File: src/rtl/prot_pkg.sv
package prot_pkg;

    localparam int unsigned OFF_MULT = 8;

    typedef enum logic [2:0] {
        ST_WAIT   = 3'd0,
        ST_RUN    = 3'd1,
        ST_ARMED  = 3'd2,
        ST_REST   = 3'd3,
        ST_OVLOCK = 3'd4
    } seq_state_t;

    typedef struct packed {
        logic sup_hi;
        logic sup_lo;
        logic loop_low;
        logic loop_ok;
        logic ovp;
    } flags_t;

    localparam int unsigned FLAG_W = $bits(flags_t);

    function automatic int unsigned rest_ticks(input int unsigned window);
        return OFF_MULT * window;
    endfunction

    function automatic logic pulses_allowed(input seq_state_t s);
        return (s == ST_RUN) || (s == ST_ARMED);
    endfunction

endpackage

File: src/rtl/flag_sync.sv
module flag_sync #(
    parameter int WIDTH  = 5,
    parameter int STAGES = 2
) (
    input  logic             clk,
    input  logic             rst,
    input  logic [WIDTH-1:0] d,
    output logic [WIDTH-1:0] q
);
    logic [WIDTH-1:0] stage_q [STAGES];

    for (genvar g = 0; g < STAGES; g++) begin : g_stage
        if (g == 0) begin : g_first
            always_ff @(posedge clk) begin
                if (rst) stage_q[0] <= '0;
                else     stage_q[0] <= d;
            end
        end else begin : g_next
            always_ff @(posedge clk) begin
                if (rst) stage_q[g] <= '0;
                else     stage_q[g] <= stage_q[g-1];
            end
        end
    end

    assign q = stage_q[STAGES-1];
endmodule

File: src/rtl/health_filter.sv
module health_filter
    import prot_pkg::*;
(
    input  logic   clk,
    input  logic   rst,
    input  flags_t flags,
    output logic   fault_q,
    output logic   startup_q,
    output logic   start_rise
);
    logic hi_prev_q;

    // Loop-fault latch with separate set and clear levels
    always_ff @(posedge clk) begin
        if (rst)                                  fault_q <= 1'b0;
        else if (flags.loop_low)                  fault_q <= 1'b1;
        else if (flags.loop_ok)                   fault_q <= 1'b0;
    end

    // Startup source: on at the low level, off at the startup level
    always_ff @(posedge clk) begin
        if (rst)               startup_q <= 1'b1;
        else if (flags.sup_lo) startup_q <= 1'b1;
        else if (flags.sup_hi) startup_q <= 1'b0;
    end

    always_ff @(posedge clk) begin
        if (rst) hi_prev_q <= 1'b0;
        else     hi_prev_q <= flags.sup_hi;
    end

    assign start_rise = flags.sup_hi & ~hi_prev_q;
endmodule

File: src/rtl/tick_timer.sv
module tick_timer
    import prot_pkg::*;
#(
    parameter int unsigned PRESCALE     = 1000,
    parameter int unsigned WINDOW_TICKS = 128
) (
    input  logic clk,
    input  logic rst,
    input  logic clear,
    input  logic run,
    input  logic long_sel,
    output logic expire
);
    localparam int unsigned OFF_TICKS = rest_ticks(WINDOW_TICKS);
    localparam int unsigned PW = (PRESCALE > 1) ? $clog2(PRESCALE) : 1;
    localparam int unsigned UW = (OFF_TICKS > 1) ? $clog2(OFF_TICKS) : 1;
    localparam logic [PW-1:0] PRE_LAST = PW'(PRESCALE - 1);
    localparam logic [UW-1:0] WIN_LAST = UW'(WINDOW_TICKS - 1);
    localparam logic [UW-1:0] OFF_LAST = UW'(OFF_TICKS - 1);

    logic [PW-1:0] pre_q;
    logic [UW-1:0] unit_q;
    logic          tick;
    logic [UW-1:0] last_unit;

    assign tick      = run && (pre_q == PRE_LAST);
    assign last_unit = long_sel ? OFF_LAST : WIN_LAST;
    assign expire    = tick && (unit_q == last_unit);

    always_ff @(posedge clk) begin
        if (rst || clear) pre_q <= '0;
        else if (run)     pre_q <= (pre_q == PRE_LAST) ? '0 : pre_q + 1'b1;
    end

    always_ff @(posedge clk) begin
        if (rst || clear) unit_q <= '0;
        else if (tick)    unit_q <= unit_q + 1'b1;
    end
endmodule

File: src/rtl/prot_sequencer.sv
module prot_sequencer
    import prot_pkg::*;
#(
    parameter int unsigned PRESCALE     = 1000,
    parameter int unsigned WINDOW_TICKS = 128,
    parameter int unsigned SYNC_STAGES  = 2
) (
    input  logic clk,
    input  logic rst,
    input  logic sup_hi_async,
    input  logic sup_lo_async,
    input  logic loop_low_async,
    input  logic loop_ok_async,
    input  logic ovp_async,
    output logic gate_enable,
    output logic startup_enable,
    output logic osc_release
);
    flags_t     raw_f, sync_f;
    seq_state_t state_q, state_d;
    logic       fault_q, startup_q, start_rise;
    logic       expire, timer_clear, timer_run;
    logic       sup_lo_s, loop_low_s, loop_ok_s;

    assign raw_f = '{sup_hi:   sup_hi_async,
                     sup_lo:   sup_lo_async,
                     loop_low: loop_low_async,
                     loop_ok:  loop_ok_async,
                     ovp:      ovp_async};

    flag_sync #(.WIDTH(FLAG_W), .STAGES(SYNC_STAGES)) u_sync (
        .clk (clk),
        .rst (rst),
        .d   (raw_f),
        .q   (sync_f)
    );

    assign sup_lo_s   = sync_f.sup_lo;
    assign loop_low_s = sync_f.loop_low;
    assign loop_ok_s  = sync_f.loop_ok;

    health_filter u_filter (
        .clk        (clk),
        .rst        (rst),
        .flags      (sync_f),
        .fault_q    (fault_q),
        .startup_q  (startup_q),
        .start_rise (start_rise)
    );

    assign timer_run   = (state_q == ST_ARMED) || (state_q == ST_REST);
    assign timer_clear = (state_d != state_q);

    tick_timer #(.PRESCALE(PRESCALE), .WINDOW_TICKS(WINDOW_TICKS)) u_timer (
        .clk      (clk),
        .rst      (rst),
        .clear    (timer_clear),
        .run      (timer_run),
        .long_sel (state_q == ST_REST),
        .expire   (expire)
    );

    always_comb begin
        state_d = state_q;
        if (sync_f.ovp && state_q != ST_OVLOCK) begin
            state_d = ST_OVLOCK;
        end else begin
            unique case (state_q)
                ST_WAIT:   if (start_rise) state_d = fault_q ? ST_ARMED : ST_RUN;
                ST_RUN: begin
                    if (sync_f.sup_lo)     state_d = ST_WAIT;
                    else if (fault_q)      state_d = ST_ARMED;
                end
                ST_ARMED: begin
                    if (sync_f.sup_lo)     state_d = ST_WAIT;
                    else if (!fault_q)     state_d = ST_RUN;
                    else if (expire)       state_d = ST_REST;
                end
                ST_REST: begin
                    if (!fault_q)          state_d = ST_WAIT;
                    else if (expire)       state_d = ST_ARMED;
                end
                ST_OVLOCK: if (sync_f.sup_lo) state_d = ST_WAIT;
                default:                   state_d = ST_WAIT;
            endcase
        end
    end

    always_ff @(posedge clk) begin
        if (rst) state_q <= ST_WAIT;
        else     state_q <= state_d;
    end

    assign gate_enable    = pulses_allowed(state_q);
    assign osc_release    = (state_q == ST_ARMED);
    assign startup_enable = startup_q;
endmodule

File: config.mk
export PLATFORM = sky130hd
export DESIGN_NAME = prot_sequencer
export DESIGN_NICKNAME = d
export VERILOG_FILES = /design/src/rtl/prot_pkg.sv /design/src/rtl/flag_sync.sv /design/src/rtl/health_filter.sv /design/src/rtl/tick_timer.sv /design/src/rtl/prot_sequencer.sv
export SDC_FILE = /design/constraint.sdc
export NUM_CORES = 1
export LEC_CHECK = 0
export BUFFER_PORTS_ARGS = -buffer_cell sky130_fd_sc_hd__buf_2
export CAP_MARGIN = 20
export CELL_PAD_IN_SITES_DETAIL_PLACEMENT = 1
export CELL_PAD_IN_SITES_GLOBAL_PLACEMENT = 2
export CORE_MARGIN = 1.5
export CORE_UTILIZATION = 37
export DETAILED_ROUTE_END_ITERATION = 8
export PLACE_DENSITY = 0.73
export SLEW_MARGIN = 20
export SYNTH_ARGS = -nofsm -noshare
export SYNTH_HDL_FRONTEND = slang
export SYNTH_SLANG_ARGS = --single-unit
File: constraint.sdc
create_clock -name clk -period 3.05 [get_ports clk]
set_clock_uncertainty 0.1 [all_clocks]
set_input_delay 0.1525 -clock clk [delete_from_list [all_inputs] [get_ports clk]]
set_output_delay 0.1525 -clock clk [all_outputs]
set_load 0.1 [all_outputs]
# Word level (Yosys, flattened, before mapping)
# Memories as Yosys holds them, arrays and structs flattened.
# Index checks and enable logic that the tools add are counted.
# W data, S select, Z words.
# op_classes
addsub	2
n_eq_ne	8
mux	21
n_bitwise	4
reduce_logical	9
# ops
operator	count
$mux W3	10
$add A10 B1 Y10 const B	2
$mux W10	2
$pmux W3 S5	1
$eq A10 B10 Y1	1
$eq A10 B10 Y1 const B	1
$mux W5	2
$eq A3 B2 Y1 const B	2
$mux W1	5
$eq A3 B1 Y1 const B	1
$eq A3 B3 Y1 const B	1
$logic_and A1 B1 Y1	3
$logic_not A3 Y1	1
$logic_or A1 B1 Y1	3
$ne A3 B3 Y1	1
$ne A3 B3 Y1 const B	1
$mux W2	1
$or A1 B1 Y1	2
$reduce_bool A2 Y1	1
$reduce_or A2 Y1	1
$and A1 B1 Y1	1
$not A1 Y1	1
# word_totals
register_bits	26
ramBits	10
inputBits	7
out_inout_bits	3
wordCells	51
n_memories	1
# mem_list
name	words	width	read_ports	rd_ports_with_merged_regs	wr	line_no	source
u_sync.stage_q	2	5	2	0	2	flag_sync.sv:10	logic [WIDTH-1:0] stage_q [STAGES];

# Logic depth before layout (Yosys ltp)
# Gate-level depths: netlist of run 1.
# depth
word_depth	11
ltp_mapped	7
mapped_depth_nobuf	6

# Cells and area by module
# From an unflattened synthesis of run 1, not the netlist that was laid out.
# unflattened
cells_unflattened	173
area_unflattened_um2	1585.3
# modules_own_cells
module	n_inst	cells_each	area_per_inst_um2	seq_area_each_um2
tick_timer	1	104	924.6	400.4
prot_sequencer	1	38	286.5	60.1
flag_sync	1	20	262.8	200.2
health_filter	1	11	111.4	60.1

# Least setup slack after synthesis of run 1
# OpenSTA, ideal clock, no wires.
# synth_path
path_type	register to register
start	register state_q[2]
end	register u_timer.unit_q[5]
setup_ps	125
arrival_time_ps	2691
required_ps	2825
setup_slack_ps	134
path_stages_with_launch	8
path_buffers	2
period_less_slack_ps	2916
cell_sequence	dfxtp_1 -> clkbuf_1 -> nand2b_1 -> nor2_1 -> a311oi_1 -> a2bb2oi_1 -> buf_4 -> mux2i_1
# synth_via
elab_chain_len	11
elab_cells_between_ends	25
classes_between	eq/ne (7); mux (12); reduce/logical (6)
# synth_rtl
item	line_no	source
start: declaration	prot_sequencer.sv:20	seq_state_t state_q, state_d;
start signal: assignment	prot_sequencer.sv:91	else state_q <= state_d;
$eq A3 B2 Y1 *	n/a	
named net osc_release	prot_sequencer.sv:17	output logic osc_release
$logic_or A1 B1 Y1	prot_sequencer.sv:51	assign timer_run = (state_q == ST_ARMED) || (state_q == ST_REST);
$logic_and A1 B1 Y1	tick_timer.sv:26	assign tick = run && (pre_q == PRE_LAST);
$logic_and A1 B1 Y1	tick_timer.sv:28	assign expire = tick && (unit_q == last_unit);
$mux W3	prot_sequencer.sv:77	else if (expire) state_d = ST_REST;
$mux W3	prot_sequencer.sv:76	else if (!fault_q) state_d = ST_RUN;
$mux W3	prot_sequencer.sv:75	if (sync_f.sup_lo) state_d = ST_WAIT;
$pmux W3 S5	prot_sequencer.sv:68	unique case (state_q)
$mux W3	prot_sequencer.sv:65	if (sync_f.ovp && state_q != ST_OVLOCK) begin
$ne A3 B3 Y1	prot_sequencer.sv:52	assign timer_clear = (state_d != state_q);
$logic_or A1 B1 Y1	tick_timer.sv:36	if (rst || clear) unit_q <= '0;
end signal: assignment	tick_timer.sv:37	else if (tick) unit_q <= unit_q + 1'b1;
end: declaration	tick_timer.sv:22	logic [UW-1:0] unit_q;
# The timed path passes the listed nets; every way through them passes the cells marked *.
# A chain may end at the register's enable or synchronous reset.

# Final worst setup path of run 1
# layout_path
start	register state_q[1]
end	register u_timer.pre_q[8]
# layout_via
elab_chain_len	11
elab_cells_between_ends	25
classes_between	eq/ne (7); mux (12); reduce/logical (6)
# layout_rtl
item	line_no	source
$eq A3 B2 Y1 (on tied branches)	prot_sequencer.sv:51, prot_sequencer.sv:59, prot_sequencer.sv:68	
$mux W10 or $logic_or A1 B1 Y1 (tied branches)	tick_timer.sv:27, prot_sequencer.sv:51	
$eq A10 B10 Y1 or $logic_and A1 B1 Y1 (tied branches)	tick_timer.sv:28, tick_timer.sv:26	
$logic_and A1 B1 Y1	tick_timer.sv:28	
$mux W3	prot_sequencer.sv:77	
$mux W3	prot_sequencer.sv:76	
$mux W3	prot_sequencer.sv:75	
$pmux W3 S5	prot_sequencer.sv:68	
$mux W3	prot_sequencer.sv:65	
$ne A3 B3 Y1	prot_sequencer.sv:52	
$logic_or A1 B1 Y1	tick_timer.sv:31	if (rst || clear) pre_q <= '0;
end signal: assignment	tick_timer.sv:32	else if (run) pre_q <= (pre_q == PRE_LAST) ? '0 : pre_q + 1'b1;
end: declaration	tick_timer.sv:21	logic [PW-1:0] pre_q;
# Parallel ways exist; a longest one is shown, timed or not.

==> impl_metrics.csv, run 1 <==
group,metric,value,unit
worst_setup_path,critPathArrivalTime,2.56,ns
floorplan,die_h,77.4,um
synth,yosys-top-cells-count,"sky130_fd_sc_hd__nand4_1 (37), sky130_fd_sc_hd__dfxtp_1 (36), sky130_fd_sc_hd__mux2i_1 (22), sky130_fd_sc_hd__nor2b_1 (15), sky130_fd_sc_hd__clkbuf_1 (14)",
clock_tree,clkTransAtPathRegs,0.08,ns
sta,report.final.setup_viol,0,
worst_hold_path,hp-start,"rst",
route,drt_first_iter_violations,66,
worst_hold_path,timing.hold.worst.class,"input port to flip-flop",
sta,fin_crit,2.45,ns
final_layout,multi_input_comb_area,1230,sq um
sta,post-route-period-util,80.2,%
worst_setup_path,worstReg2RegEnd,"u_timer.pre_q[8]",
worst_setup_path,r2r-start,"state_q[1]",
route,total_length_of_routed_wires,5.29,mm
final_layout,relative_area_change_from_synthesis_to_final_layout,12.2,%
sta,report.final.hold_viol_count,0,
synth,synth_flop_cell,"sky130_fd_sc_hd__dfxtp_1",
pwr,cell_pwr_density,410,nW/um^2
route,avgViaCountPerCell,5.86,
floorplan,die_w,77.4,um
clock_tree,clock_path_buffers,2,
clock_tree,cts-buffers-inserted,5,
clock_tree,ctsRootBufferMaster,"sky130_fd_sc_hd__clkbuf_8",
placed_design,post-place-ws,0.555,ns
sta,timing.final.ws_setup,0.604,ns
route,antenna_violating_nets_post_route,0,
clock_tree,worstSkewPairLatency,0.30,ns
pwr,vdd.ir_drop.worst,0.230,mV
route,dr.pass1.iters,5,
final_layout,layout.area.seq,721,sq um
synth,cell_count_after_synthesis,237,
worst_setup_path,worst-r2r-setup-slack,0.60,ns
clock_tree,cts_tree,"done",
final_layout,layout-drive-gt1-share,11.4,%
grt,globalRoute.totalOverflow,0,
floorplan,fp.dieArea,5990,sq um
placed_design,dpl.hpwl,3.69,mm
clock_tree,cts-htree-levels,2,
job,timing.max_cap.violations,0,
floorplan,floorplan.initialDensity,39.1,%
clock_tree,clock-sinks,36,
synth,syn_area,2050,sq um
worst_hold_path,hold_crit_depth,2,
route,wl_per_cell,16.8,um
worst_setup_path,required,3.17,ns
synth,synth_seq_cells,36,
floorplan,coreArea,5240,sq um
pwr,power_leakage,0.922,nW
sta,rsz0062_at_grt,"false",
synth,synth_sequential_area_ratio,35.2,%
final_layout,net_count_reported_at_finish,253,
clock_tree,post-cts-setup-buffer-count,0,
grt,grt_max_degree,41,
placed_design,portBuffers,9,
synth,yosysMostFrequentCell,"sky130_fd_sc_hd__nand4_1",
worst_setup_path,worst_setup_path_start_kind,"flip-flop",
synth,async_reset_ff_share,0,%
final_layout,insertedDiodeCount,0,
floorplan,i_o_pin_cnt,10,
synth,synth_cell_types,38,
worst_hold_path,min_delay_worst_endpoint,"state_q[2]",
worst_setup_path,path_class,"flip-flop to flip-flop",
floorplan,rows,26,
synth,yosys_warnings,0,
worst_setup_path,rr_worst_depth,6,
sta,totalNegativeSetupSlack,0,ns
sta,worst_pin_slew,0.763,ns
synth,largest_area_contributor_in_the_netlist,"sky130_fd_sc_hd__dfxtp_1",
grt,grt_usage,18.9,%
clock_tree,postCtsResizedCells,0,
grt,antenna_violations_before_repair,0,
synth,post_synth.cell_area_avg,8.64,sq um
sta,max_freq,409,MHz
synth,syn_nets,246,
grt,grt_pass1_wl,9.00,mm
final_layout,fill_cells,609,
run_status,status,"finished clean",
route,drc,0,
synth,number_of_enable_type_register_cells_in_the_synthesized_netlist,0,
placed_design,globalplace.congestion,0.758,
synth,synth.top_cell.area_share,35.2,%
synth,synth.top_cells.by_area,"sky130_fd_sc_hd__dfxtp_1 (35%), sky130_fd_sc_hd__nand4_1 (11%), sky130_fd_sc_hd__mux2i_1 (11%)",
worst_setup_path,worst_setup_path_end_kind,"flip-flop",
grt,first_global_vias,1910,
worst_setup_path,critPathMaxFanout,14,
sta,drv_slew,0,
route,via_count,1847,
sta,max_slew_margin,48.7,%
==> placed cells by master, fill, tap and decap left out, drive strengths merged, types with 6 or more instances in the layout <==
master and count:
nor2 12, buf 15, nand2 12, xor2 7, nand4 37, mux2i 22, inv 6, dfxtp 36
xnor2 7, nor3 10, nor2b 15, o2111ai 8
==> through the flow <==
step	instances	instance area (sq um)	total power [W]	utilization [%]	hold slack, ns
after detailed placement	302	2160	0.000588	41.2	0.270
final	315	2300	0.000942	43.9	0.112
after CTS	315	2300	0.000954	43.9	0.107
after floorplan	237	2050	0.000563	-	0.124
after global routing	315	2300	0.000986	43.9	0.128
after global placement	302	2160	0.000584	41.2	0.260
==> worst max-delay path, stage by stage (launching register included) <==
cell and delay [ns]:
sky130_fd_sc_hd__dfxtp_1 0.61, sky130_fd_sc_hd__and4b_1 0.38, sky130_fd_sc_hd__nand4b_1 0.21, sky130_fd_sc_hd__a311oi_1 0.32, sky130_fd_sc_hd__a2bb2oi_2 0.20, sky130_fd_sc_hd__buf_4 0.28
sky130_fd_sc_hd__mux2i_1 0.25
==> worst max-delay path by stage <==
| stage | start | end | slack [ns] | cells after the start |
|---|---|---|---|---|
| CTS | u_timer.unit_q[0] | u_timer.pre_q[8] | 0.54 | 7 |
| detailed placement | state_q[1] | u_timer.pre_q[8] | 0.56 | 6 |
| global route | state_q[1] | u_timer.pre_q[8] | 0.37 | 6 |
| global placement | u_timer.unit_q[0] | u_timer.pre_q[0] | 0.69 | 7 |
| floorplan | state_q[2] | u_timer.unit_q[5] | 0.13 | 7 |
| finish | state_q[1] | u_timer.pre_q[8] | 0.60 | 6 |
==> flip-flops by register name, indices dropped and copies added, names as in the netlist <==
name and count:
u_sync.stage_q 10, state_q 3, u_filter.fault_q 1, u_timer.unit_q 10, u_filter.hi_prev_q 1, u_timer.pre_q 10
u_filter.startup_q 1
==> power breakdown <==
| group | leakage [nW] | switching [W] | internal [W] |
|---|---|---|---|
| Combinational | 0.589 | 0.0000610 | 0.0000336 |
| Sequential | 0.293 | 0.00000732 | 0.000479 |
| Clock | 0.0404 | 0.000199 | 0.000162 |
| Total | 0.922 | 0.000268 | 0.000674 |
==> area by class of cell <==
class	instances	area share, %
multi-input combinational	175	53.7
sequential	36	31.4
timing repair buffer	20	6.10
tap	70	3.81
clock buffer	5	2.99
clock inverter	3	1.03
inverter	6	0.980
==> kinds of logic (layout without fill, tap and decap cells) <==
kind of cell	count (synthesis)	in the layout	share of synthesized area, %
simple gates	110	110	31.3
flops	36	36	35.2
compound gates	26	26	9.65
buf+inv	26	34	5.37
mux	23	23	11.3
xor+xnor	14	14	5.99
fa+ha+maj	2	2	1.22
==> metal layers <==
metal / share of wire [%] / global-route usage (%) / vias up
met4: 1.2 / 8.91 / 0
met5: 0 / 0 / -
met1: 47 / 23.0 / 918
met3: 2.9 / 4.35 / 7
li1: - / - / 898
met2: 49 / 31.4 / 24
==> timing repair <==
action                     CTS  global route
hold endpoints to repair     5             0
setup endpoints to repair    0             0
hold buffers                 5             0
No activity file was read; power rests on OpenSTA's default activity.
==> run 2, diff against run 1 <==
Settings changed: ABC_AREA set to 1, CORE_UTILIZATION 37 to 35, PLACE_DENSITY 0.73 to 0.74.
Clock period 3.05 ns to 2.45 ns, I/O delays scaled along.
==> run 2 against run 1 <==
Cell count down 0.32%. Worst setup slack worse by 0.16 ns. Fmax up 22%. Total power up 20%. Sequential cell count unchanged. Cell area down 14%. Utilization down 2.0 points. Synthesized area down 16%. Non-clock buffer count down 4. First-iteration DRC count down 24%. Routed wire length down 33%. Combinational power about the same. Critical path type unchanged.
==> impl_metrics.csv, run 2 <==
group,metric,value,unit
synth,number_of_enable_type_register_cells_in_the_synthesized_netlist,0,
synth,async_reset_ff_share,0,%
sta,fin_crit,2.00,ns
synth,largest_area_contributor_in_the_netlist,"sky130_fd_sc_hd__dfxtp_1",
route,drc,0,
final_layout,final_core_util,41.9,%
grt,grt_usage,16.5,%
synth,synthAdderAreaFrac,1.46,%
clock_tree,post-cts-setup-buffer-count,0,
route,dr.pass1.iters,4,
pwr,power_leakage,0.783,nW
synth,yosysMostFrequentCell,"sky130_fd_sc_hd__inv_1",
final_layout,relative_area_change_from_synthesis_to_final_layout,15.1,%
clock_tree,ctsRootBufferMaster,"sky130_fd_sc_hd__clkbuf_8",
worst_setup_path,critPathMaxFanout,20,
synth,yosys-mux-area-fraction,0,%
sta,report.final.setup_viol,0,
synth,yosys-top-cells-count,"sky130_fd_sc_hd__inv_1 (40), sky130_fd_sc_hd__dfxtp_1 (36), sky130_fd_sc_hd__nand2_1 (36), sky130_fd_sc_hd__nor2_1 (28), sky130_fd_sc_hd__nor2_2 (20)",
synth,syn_area,1720,sq um
route,avgViaCountPerCell,4.36,
sta,totalNegativeSetupSlack,0,ns
synth,synth_sequential_area_ratio,42.0,%
grt,globalRoute.totalOverflow,0,
grt,met2_usage,26.3,%
route,drt_first_iter_violations,50,
grt,antenna_violations_before_repair,0,
job,timing.max_cap.violations,0,
clock_tree,cts-htree-levels,2,
route,antenna_violating_nets_post_route,0,
final_layout,top_registers,"u_sync.stage_q x10, u_timer.pre_q x10, u_timer.unit_q x10",
final_layout,layout_common_cells,"sky130_fd_sc_hd__inv_1 (40), sky130_fd_sc_hd__nand2_1 (36), sky130_fd_sc_hd__dfxtp_1 (36), sky130_fd_sc_hd__nor2_1 (27), sky130_fd_sc_hd__nor2_2 (21)",
floorplan,die_h,73.1,um
worst_setup_path,worst_setup_path_start_kind,"flip-flop",
synth,yosys_warnings,0,
clock_tree,cts_tree,"done",
sta,rsz0062_at_grt,"false",
synth,post_synth.cell_area_avg,7.53,sq um
synth,synth_cell_types,27,
route,via_count,1370,
final_layout,net_count_reported_at_finish,255,
clock_tree,clock_path_buffers,2,
pwr,vdd.ir_drop.worst,0.262,mV
sta,max_freq,499,MHz
synth,synth_simple_gate_area_share,34.2,%
synth,yosys.area_share.xor_xnor,5.10,%
floorplan,coreArea,4720,sq um
sta,max_slew_margin,67.5,%
clock_tree,clkTransAtPathRegs,0.08,ns
synth,post_synthesis_compound_gate_area_fraction,5.90,%
sta,drv_slew,0,
grt,most_used_routing_layer,"met2",
clock_tree,worstSkewPairLatency,0.29,ns
floorplan,rows,25,
floorplan,fp.dieArea,5340,sq um
placed_design,globalplace.congestion,0.752,
worst_setup_path,critPathArrivalTime,2.09,ns
pwr,cell_pwr_density,572,nW/um^2
clock_tree,postCtsResizedCells,0,
worst_hold_path,timing.hold.worst.class,"input port to flip-flop",
floorplan,floorplan.initialDensity,36.4,%
synth,cell_count_after_synthesis,228,
grt,grt_pass1_wl,6.77,mm
clock_tree,cts-buffers-inserted,5,
grt,first_global_vias,1497,
grt,grt_max_degree,21,
floorplan,i_o_pin_cnt,10,
final_layout,layout.area.seq,721,sq um
final_layout,layout-drive-gt1-share,21.9,%
synth,synth_seq_cells,36,
route,total_length_of_routed_wires,3.52,mm
sta,post-route-period-util,81.8,%
worst_setup_path,worst_setup_path_end_kind,"flip-flop",
worst_setup_path,path_class,"flip-flop to flip-flop",
grt,use_met1,21.4,%
route,wl_per_cell,11.2,um
final_layout,final_common_cell,"sky130_fd_sc_hd__inv_1",
clock_tree,ctsHoldBuffers,5,
synth,synth.top_cells.by_area,"sky130_fd_sc_hd__dfxtp_1 (42%), sky130_fd_sc_hd__inv_1 (8.7%), sky130_fd_sc_hd__nand2_1 (7.9%)",
final_layout,insertedDiodeCount,0,
synth,synth_flop_cell,"sky130_fd_sc_hd__dfxtp_1",
grt,global_route.usage.met3,4.97,%
worst_setup_path,required,2.53,ns
clock_tree,clock-sinks,36,
synth,syn_nets,237,
floorplan,die_w,73.1,um
final_layout,fill_cells,581,
final_layout,multi_input_comb_area,805,sq um
placed_design,dpl.hpwl,2.65,mm
synth,synth.top_cell.area_share,42.0,%
sta,report.final.hold_viol_count,0,
run_status,status,"finished clean",
sta,worst_pin_slew,0.491,ns
synth,main_combinational_cell_family_by_area_after_synthesis,"simple AND/OR/NAND/NOR gates",
placed_design,portBuffers,9,
run 2: path summary, 6_finish.rpt:
| path | cells after the start | slack (ns) | endpoint | start |
|---|---|---|---|---|
| worst max-delay path | 13 | 0.45 | u_timer.pre_q[5] | u_timer.pre_q[1] |
| worst min-delay path | 2 | 0.10 | u_sync.stage_q[1][3] | rst |
| worst max register to register | 13 | 0.45 | u_timer.pre_q[5] | u_timer.pre_q[1] |
| worst min register to register | 2 | 0.31 | u_sync.stage_q[1][4] | u_sync.stage_q[0][4] |
run 2: through the flow:
stage | setup WS (ns) | cell area (sq um) | cells | power [W] | hold slack (ns)
floorplan | 0.102 | 1720 | 228 | 0.000686 | 0.129
detailed placement | 0.426 | 1840 | 301 | 0.000706 | 0.238
global placement | 0.503 | 1840 | 301 | 0.000704 | 0.221
finish | 0.446 | 1980 | 314 | 0.00113 | 0.104
CTS | 0.417 | 1980 | 314 | 0.00116 | 0.0894
global route | 0.225 | 1980 | 314 | 0.00121 | 0.104
run 2: worst max-delay path: stages, from the launching register on:
cell                      delay, ns
sky130_fd_sc_hd__dfxtp_1       0.36
sky130_fd_sc_hd__ha_1          0.18
sky130_fd_sc_hd__nand2_1       0.11
sky130_fd_sc_hd__nor2_4        0.15
sky130_fd_sc_hd__nand3_2       0.11
sky130_fd_sc_hd__nor2_4        0.14
sky130_fd_sc_hd__nand2_2       0.06
sky130_fd_sc_hd__a21oi_1       0.12
sky130_fd_sc_hd__nand2_1       0.08
sky130_fd_sc_hd__nand2_1       0.09
sky130_fd_sc_hd__nand2_1       0.07
sky130_fd_sc_hd__nand3_2       0.09
sky130_fd_sc_hd__buf_12        0.19
sky130_fd_sc_hd__nor2_2        0.04
run 2: power by group:
part           internal (W)  total [W]  switching [W]
clock              0.000201   0.000435       0.000234
combinational     0.0000328  0.0000946      0.0000618
sequential         0.000596   0.000603     0.00000661
total              0.000830    0.00113       0.000302
run 2: area by class of cell:
class	instances	share of cell area [%]
Multi-Input combinational cell	146	40.7
Sequential cell	36	36.4
Inverter	41	7.78
Timing Repair Buffer	16	6.20
Tap cell	67	4.24
Clock buffer	5	3.48
Clock inverter	3	1.20
run 2: cell families after synthesis:
| family | after synthesis |
|---|---|
| buffers and inverters | 46 |
| adder cells (fa/ha/maj) | 2 |
| AO/OA/AOI/OAI | 16 |
| AND/OR/NAND/NOR | 118 |
| XOR/XNOR | 10 |
| flip-flops | 36 |
run 2: metal layers:
metal / vias to the layer above / part of all wire, %
li1: 725 / -
met1: 634 / 50
met2: 9 / 48
met3: 2 / 2.3
met4: 0 / 0.43
met5: - / 0
